<file path="src/rtl/icache_err_fill.sv">
module icache_err_fill #(
  parameter int AW    = 32,
  parameter int DW    = 32,
  parameter int LINES = 16,
  parameter int WORDS = 4
) (
  input  logic          clk,
  input  logic          rst_n,
  input  logic          flush_i,
  input  logic          fetch_req_i,
  input  logic [AW-1:0] fetch_addr_i,
  output logic          fetch_valid_o,
  output logic [DW-1:0] fetch_data_o,
  output logic          fetch_err_o,
  output logic          wb_cyc_o,
  output logic          wb_stb_o,
  output logic [AW-1:0] wb_adr_o,
  input  logic [DW-1:0] wb_dat_i,
  input  logic          wb_ack_i,
  input  logic          wb_err_i
);
  localparam int LSB   = $clog2(DW/8);
  localparam int OFF_W = $clog2(WORDS);
  localparam int IDX_W = $clog2(LINES);
  localparam int TAG_W = AW - IDX_W - OFF_W - LSB;
  localparam logic [OFF_W-1:0] LAST = OFF_W'(WORDS-1);

  logic [DW-1:0]    dmem [LINES*WORDS];
  logic [TAG_W-1:0] tags [LINES];
  logic [LINES-1:0] present, poisoned;

  logic             filling;
  logic [OFF_W-1:0] beat;
  logic [AW-1:0]    miss_addr;

  wire [IDX_W-1:0] q_idx = fetch_addr_i[LSB+OFF_W +: IDX_W];
  wire [OFF_W-1:0] q_off = fetch_addr_i[LSB +: OFF_W];
  wire [TAG_W-1:0] q_tag = fetch_addr_i[AW-1 -: TAG_W];
  wire [IDX_W-1:0] m_idx = miss_addr[LSB+OFF_W +: IDX_W];
  wire [OFF_W-1:0] m_off = miss_addr[LSB +: OFF_W];
  wire [TAG_W-1:0] m_tag = miss_addr[AW-1 -: TAG_W];

  wire accept   = !filling && fetch_req_i && !flush_i;
  wire hit      = present[q_idx] && (tags[q_idx] == q_tag);
  wire beat_ok  = filling && wb_ack_i && !wb_err_i;
  wire fill_end = filling && (wb_err_i || (wb_ack_i && beat == LAST));

  assign wb_cyc_o = filling;
  assign wb_stb_o = filling;
  assign wb_adr_o = {miss_addr[AW-1:LSB+OFF_W], beat, {LSB{1'b0}}};

  always_ff @(posedge clk) begin
    if (beat_ok) dmem[{m_idx, beat}] <= wb_dat_i;
    if (fill_end) tags[m_idx] <= m_tag;
  end

  always_ff @(posedge clk) begin
    if (!rst_n) begin
      present  <= '0;
      poisoned <= '0;
    end else begin
      if (flush_i) begin
        present  <= '0;
        poisoned <= '0;
      end
      if (fill_end) begin
        present[m_idx]  <= 1'b1;
        poisoned[m_idx] <= wb_err_i;
      end
    end
  end

  always_ff @(posedge clk) begin
    if (!rst_n) begin
      filling       <= 1'b0;
      beat          <= '0;
      miss_addr     <= '0;
      fetch_valid_o <= 1'b0;
      fetch_err_o   <= 1'b0;
      fetch_data_o  <= '0;
    end else begin
      fetch_valid_o <= 1'b0;
      fetch_err_o   <= 1'b0;
      if (!filling) begin
        if (accept) begin
          if (hit) begin
            fetch_valid_o <= 1'b1;
            fetch_err_o   <= poisoned[q_idx];
            fetch_data_o  <= poisoned[q_idx] ? '0 : dmem[{q_idx, q_off}];
          end else begin
            filling   <= 1'b1;
            beat      <= '0;
            miss_addr <= fetch_addr_i;
          end
        end
      end else if (wb_err_i) begin
        filling       <= 1'b0;
        fetch_valid_o <= 1'b1;
        fetch_err_o   <= 1'b1;
        fetch_data_o  <= '0;
      end else if (wb_ack_i) begin
        beat <= beat + 1'b1;
        if (beat == LAST) begin
          filling       <= 1'b0;
          fetch_valid_o <= 1'b1;
          fetch_data_o  <= (m_off == LAST) ? wb_dat_i : dmem[{m_idx, m_off}];
        end
      end
    end
  end

  p_start_word0_r2: assert property (@(posedge clk) disable iff (!rst_n)
    $rose(wb_cyc_o) |-> wb_adr_o[LSB +: OFF_W] == '0);

  p_beat_order_r2: assert property (@(posedge clk) disable iff (!rst_n)
    (wb_cyc_o && wb_ack_i && !wb_err_i && wb_adr_o[LSB +: OFF_W] != LAST)
    |=> wb_cyc_o && wb_adr_o[LSB +: OFF_W] == OFF_W'($past(wb_adr_o[LSB +: OFF_W]) + 1'b1));

  p_wait_hold_r3: assert property (@(posedge clk) disable iff (!rst_n)
    (wb_cyc_o && !wb_ack_i && !wb_err_i) |=> wb_cyc_o && $stable(wb_adr_o));

  p_last_beat_r4: assert property (@(posedge clk) disable iff (!rst_n)
    (wb_cyc_o && wb_ack_i && !wb_err_i && wb_adr_o[LSB +: OFF_W] == LAST)
    |=> !wb_cyc_o && fetch_valid_o && !fetch_err_o);

  p_hit_quick_r5: assert property (@(posedge clk) disable iff (!rst_n)
    (!wb_cyc_o && fetch_req_i && !flush_i) |=> fetch_valid_o || wb_cyc_o);

  p_err_abort_r6: assert property (@(posedge clk) disable iff (!rst_n)
    (wb_cyc_o && wb_err_i) |=> !wb_cyc_o && fetch_valid_o && fetch_err_o);

  p_quiet_fill_r9: assert property (@(posedge clk) disable iff (!rst_n)
    wb_cyc_o |-> !fetch_valid_o);

  p_stb_cyc_r2: assert property (@(posedge clk) disable iff (!rst_n)
    wb_stb_o |-> wb_cyc_o);
endmodule

</file>
<file path="config.mk">
export PLATFORM = sky130hd
export DESIGN_NAME = icache_err_fill
export DESIGN_NICKNAME = d
export VERILOG_FILES = /design/src/rtl/icache_err_fill.sv
export SDC_FILE = /design/constraint.sdc
export NUM_CORES = 2
export LEC_CHECK = 0
export BUFFER_PORTS_ARGS = -buffer_cell sky130_fd_sc_hd__buf_2
export CAP_MARGIN = 20
export CORE_MARGIN = 5
export CORE_UTILIZATION = 63
export CTS_CLUSTER_SIZE = 14
export DETAILED_ROUTE_END_ITERATION = 8
export PLACE_DENSITY_LB_ADDON = 0.3
export RECOVER_POWER = 25
export SETUP_SLACK_MARGIN = 0.4
export SYNTH_ARGS = -nofsm -noshare
export SYNTH_HDL_FRONTEND = slang
export SYNTH_SLANG_ARGS = --single-unit
</file>
<file path="constraint.sdc">
create_clock -name clk -period 4.3 [get_ports clk]
set_input_delay 0.43 -clock clk [delete_from_list [all_inputs] [get_ports clk]]
set_output_delay 0.43 -clock clk [all_outputs]
set_load 0.01 [all_outputs]
</file>
==> metrics.csv <==
stage,metric,value,unit
status,run_status,finished with violations,
status,failed_checks,"max-capacitance violations, max-slew violations",
floorplanning,fp.dieArea,189000,µm²
clock_network,post_cts_resize_count,0,
clock_network,hold_buffers,30,
power_and_ir_drop,power_report.internal_total,0.0421,W
worst_setup_path,total_number_of_cells_along_the_worst_setup_path,6,
logic_synthesis,asyncSetResetFlopFracSynth,0,%
power_and_ir_drop,pwr-share-comb,6.8,%
worst_setup_path,critical_path.startpoint,wb_cyc_o,
global_route,grt-ovfl-total,0,
worst_setup_path,cpMostUsedCell,nand2_1,
route,route.vias.total,64078,
clock_network,clock-root-buffer,clkbuf_16,
logic_synthesis,postSynthRegisterBits,2537,
power_and_ir_drop,power_frac_seq,50.8,%
clock_network,clk_path_buf_depth,4,
logic_synthesis,mapped_cell_area,114000,µm²
logic_synthesis,syn_area_per_cell,22.1,µm²
worst_setup_path,crit_path_start_kind,flip-flop,
floorplanning,die_w,435,µm
sta,setup_viol,0,
worst_hold_path,min-delay-path-class,in2reg,
sta,timing.final.crit_share,83.3,%
clock_network,tritoncts,built,
cells_and_area,proportion_of_layout_cells_with_a_drive_suffix_above_1,39.6,%
clock_network,tritoncts_num_sinks,2537,
worst_setup_path,path_buf_inv,1,
global_route,initial_antenna_violation_count,22,
worst_setup_path,slowest_cell_delay_on_critical_path,0.80,ns
power_and_ir_drop,p_total,0.0537,W
sta,worst-slew-pin-transition,2.58,ns
power_and_ir_drop,clockPowerShare,42.4,%
placement,hpwl,191000,µm
sta,rsz_0062_raised_after_global_routing,false,
logic_synthesis,synth_ff_type,edfxtp_1,
worst_setup_path,cp_slowest_cell,nor2_4,
sta,slew-limit-headroom,-71.7,%
sta,whs,0.0148,ns
sta,post-route-worst-setup-slack,0.717,ns
global_route,globalRouteTotalUtil,37.5,%
global_route,grt_max_degree,84,
worst_setup_path,origin_of_the_critical_flop_to_flop_path,wb_cyc_o,
sta,final.min_clock_period,3.58,ns
placement,post_place_setup_slack,0.480,ns
worst_setup_path,series_of_cell_instances_along_the_critical_path,nor2b_1 > nand2_1 > nor2_1 > nand2_1 > nor2_4 > buf_4,
worst_setup_path,terminus_of_the_critical_flop_to_flop_path,dmem[18][30],
global_route,grt_pass1_vias,65463,
clock_network,tritoncts_buffer_count,277,
power_and_ir_drop,switchingPower,0.0115,W
worst_setup_path,cp-endpoint,dmem[18][30],
worst_setup_path,setup.worst_path.end_class,flip-flop,
floorplanning,fp.dieH,435,µm
sta,max_fclk,279,MHz
worst_setup_path,required,4.88,ns
worst_setup_path,worst_path_dominant_cell_family,simple AND/OR/NAND/NOR gates,
route,ant_nets,0,
worst_setup_path,r2r_slack,0.72,ns
power_and_ir_drop,vdd_drop_max,0.455,mV
sta,timing.setup.tns,0,ns
floorplanning,core_area,180000,µm²
power_and_ir_drop,p_sw_share,21.5,%
sta,finalHoldViolCount,0,
worst_setup_path,logic_depth_of_the_worst_register_to_register_path,6,
power_and_ir_drop,power.density,418,nW/µm²
clock_network,cts.repair_timing.setup_buffer_count,0,
logic_synthesis,synth_edf_count,2432,
logic_synthesis,synth.distinct_cells,67,
power_and_ir_drop,power.leakage,39.6,nW
logic_synthesis,synth_cells,5164,
clock_network,cts.htree.levels,5,
logic_synthesis,seq_area_frac_synth,66.0,%
cells_and_area,highest_count_cells_in_the_layout_ignoring_fill_and_taps,"edfxtp_1, mux4_2, clkbuf_16",
worst_setup_path,setup.worst_path.class,reg2reg,
route,drt_pass1_iterations,6,
run,number_of_violations_of_the_max_capacitance_limit,25,
placement,gpl.final_weighted_congestion,0.861,
sta,timing.final.max_slew_violations,1592,
route,route.detailed.wl_per_inst,43.6,µm
logic_synthesis,yosys_warnings,0,
clock_network,clkLatencyLatePin,0.95,ns
route,drcViolationCount,0,
worst_setup_path,worstPathArrival,4.16,ns
route,detailedRoute.firstIterationViolations,10788,
route,vias_per_cell,7.93,
floorplanning,row_count,156,
global_route,grt_first_pass_wirelength,495000,µm
worst_setup_path,path_max_fanout,11,
floorplanning,initial_core_util,63.1,%
floorplanning,io_pins,138,
cells_and_area,layout_commonest_cell,edfxtp_1,
cells_and_area,filler_cell_count,9984,
cells_and_area,design.final.nets,5582,
sta,skew,0.0694,ns
placement,buffer_ports.inserted,133,
cells_and_area,syn_to_final_growth,12.9,%
route,drt-total-wl,352000,µm
clock_network,cts.reportedPaths.clkPinSlew,0.06,ns
==> through the flow <==
stage	cells	instance area (µm²)	utilization, %
floorplan	5165	114000	-
global placement	7572	120000	66.4
detailed placement	7572	120000	66.4
CTS	8071	129000	71.3
global route	8074	128000	71.2
finish	8085	129000	71.3
==> layer usage <==
| metal | GRT usage (%) | vias to the layer above | share of wire [%] |
|---|---|---|---|
| li1 | - | 23393 | - |
| met4 | 22.9 | 24 | 7.6 |
| met1 | 48.5 | 32949 | 31 |
| met5 | 0 | - | 0.053 |
| met2 | 55.7 | 6259 | 46 |
| met3 | 13.0 | 1453 | 16 |
==> power by group through the flow <==
stage / Sequential [W] / Combinational, W / Clock (W)
CTS: 0.0272 / 0.00363 / 0.0228
detailed placement: 0.0277 / 0.00356 / 0
finish: 0.0273 / 0.00365 / 0.0228
global placement: 0.0277 / 0.00351 / 0
floorplan: 0.0277 / 0.00238 / 0
global route: 0.0272 / 0.00381 / 0.0240
==> state kept, by name (all words and copies together) (netlist names), named ones only <==
| name | flops |
|---|---|
| fetch_valid_o | 1 |
| fetch_err_o | 1 |
| beat | 2 |
| fetch_data_o | 32 |
| wb_cyc_o | 1 |
| dmem | 2048 |
| miss_addr | 30 |
| present | 16 |
| tags | 384 |
| poisoned | 16 |
==> how the worst min path moves through the flow <==
stage,slack (ns),cells after the start,end,startpoint
detailed placement,0.45,2,fetch_data_o[1],fetch_data_o[1]
global route,0.03,3,miss_addr[18],rst_n
CTS,0.0005,3,beat[0],rst_n
finish,0.01,3,miss_addr[18],rst_n
global placement,0.45,2,fetch_data_o[5],fetch_data_o[5]
floorplan,0.45,2,present[0],present[0]
==> final cells by class <==
type | count | area [µm²] | area share (%)
clock buffers | 362 | 7510 | 5.85
multi-input cells | 2204 | 37300 | 29.0
flip-flops and latches | 2537 | 75200 | 58.5
well taps | 2370 | 2970 | 2.31
inverters | 5 | 21.3 | 0.0166
diodes | 14 | 35.0 | 0.0273
clock inverters | 107 | 940 | 0.731
repair buffers | 486 | 4570 | 3.56
==> worst reg2reg max path, cell delays in order (launching register included) <==
cell     delay, ns
dfxtp_1       0.58
nor2b_1       0.27
nand2_1       0.13
nor2_1        0.32
nand2_1       0.64
nor2_4        0.81
buf_4         0.44
==> synth_stat cells, types with 15 or more instances <==
cell type | instances | area share [%]
edfxtp_1 | 2432 | 64
mux4_2 | 1371 | 27
mux2i_1 | 225 | 2.0
clkbuf_1 | 203 | 0.67
nand2_1 | 165 | 0.54
dfxtp_1 | 105 | 1.8
nor2_1 | 90 | 0.30
buf_2 | 77 | 0.34
buf_1 | 75 | 0.25
nor2b_1 | 45 | 0.25
buf_4 | 44 | 0.29
o22ai_1 | 40 | 0.22
a221o_1 | 32 | 0.28
a21oi_1 | 27 | 0.12
a22oi_1 | 25 | 0.16
o21a_1 | 17 | 0.11
buf_6 | 16 | 0.16
nor3b_1 | 15 | 0.099
xnor2_1 | 15 | 0.12
==> kinds of logic after synthesis <==
kind of cell | after synthesis | share of synthesized area [%]
XOR/XNOR | 24 | 0.185
AO/OA/AOI/OAI | 199 | 1.31
multiplexers | 1607 | 29.2
AND/OR/NAND/NOR | 371 | 1.52
flip-flops | 2537 | 66.0
adder cells (fa/ha/maj) | 1 | 0.0110
other | 1 | 0.00329
buffers and inverters | 424 | 1.78
Power figures use the tool's default switching activity.
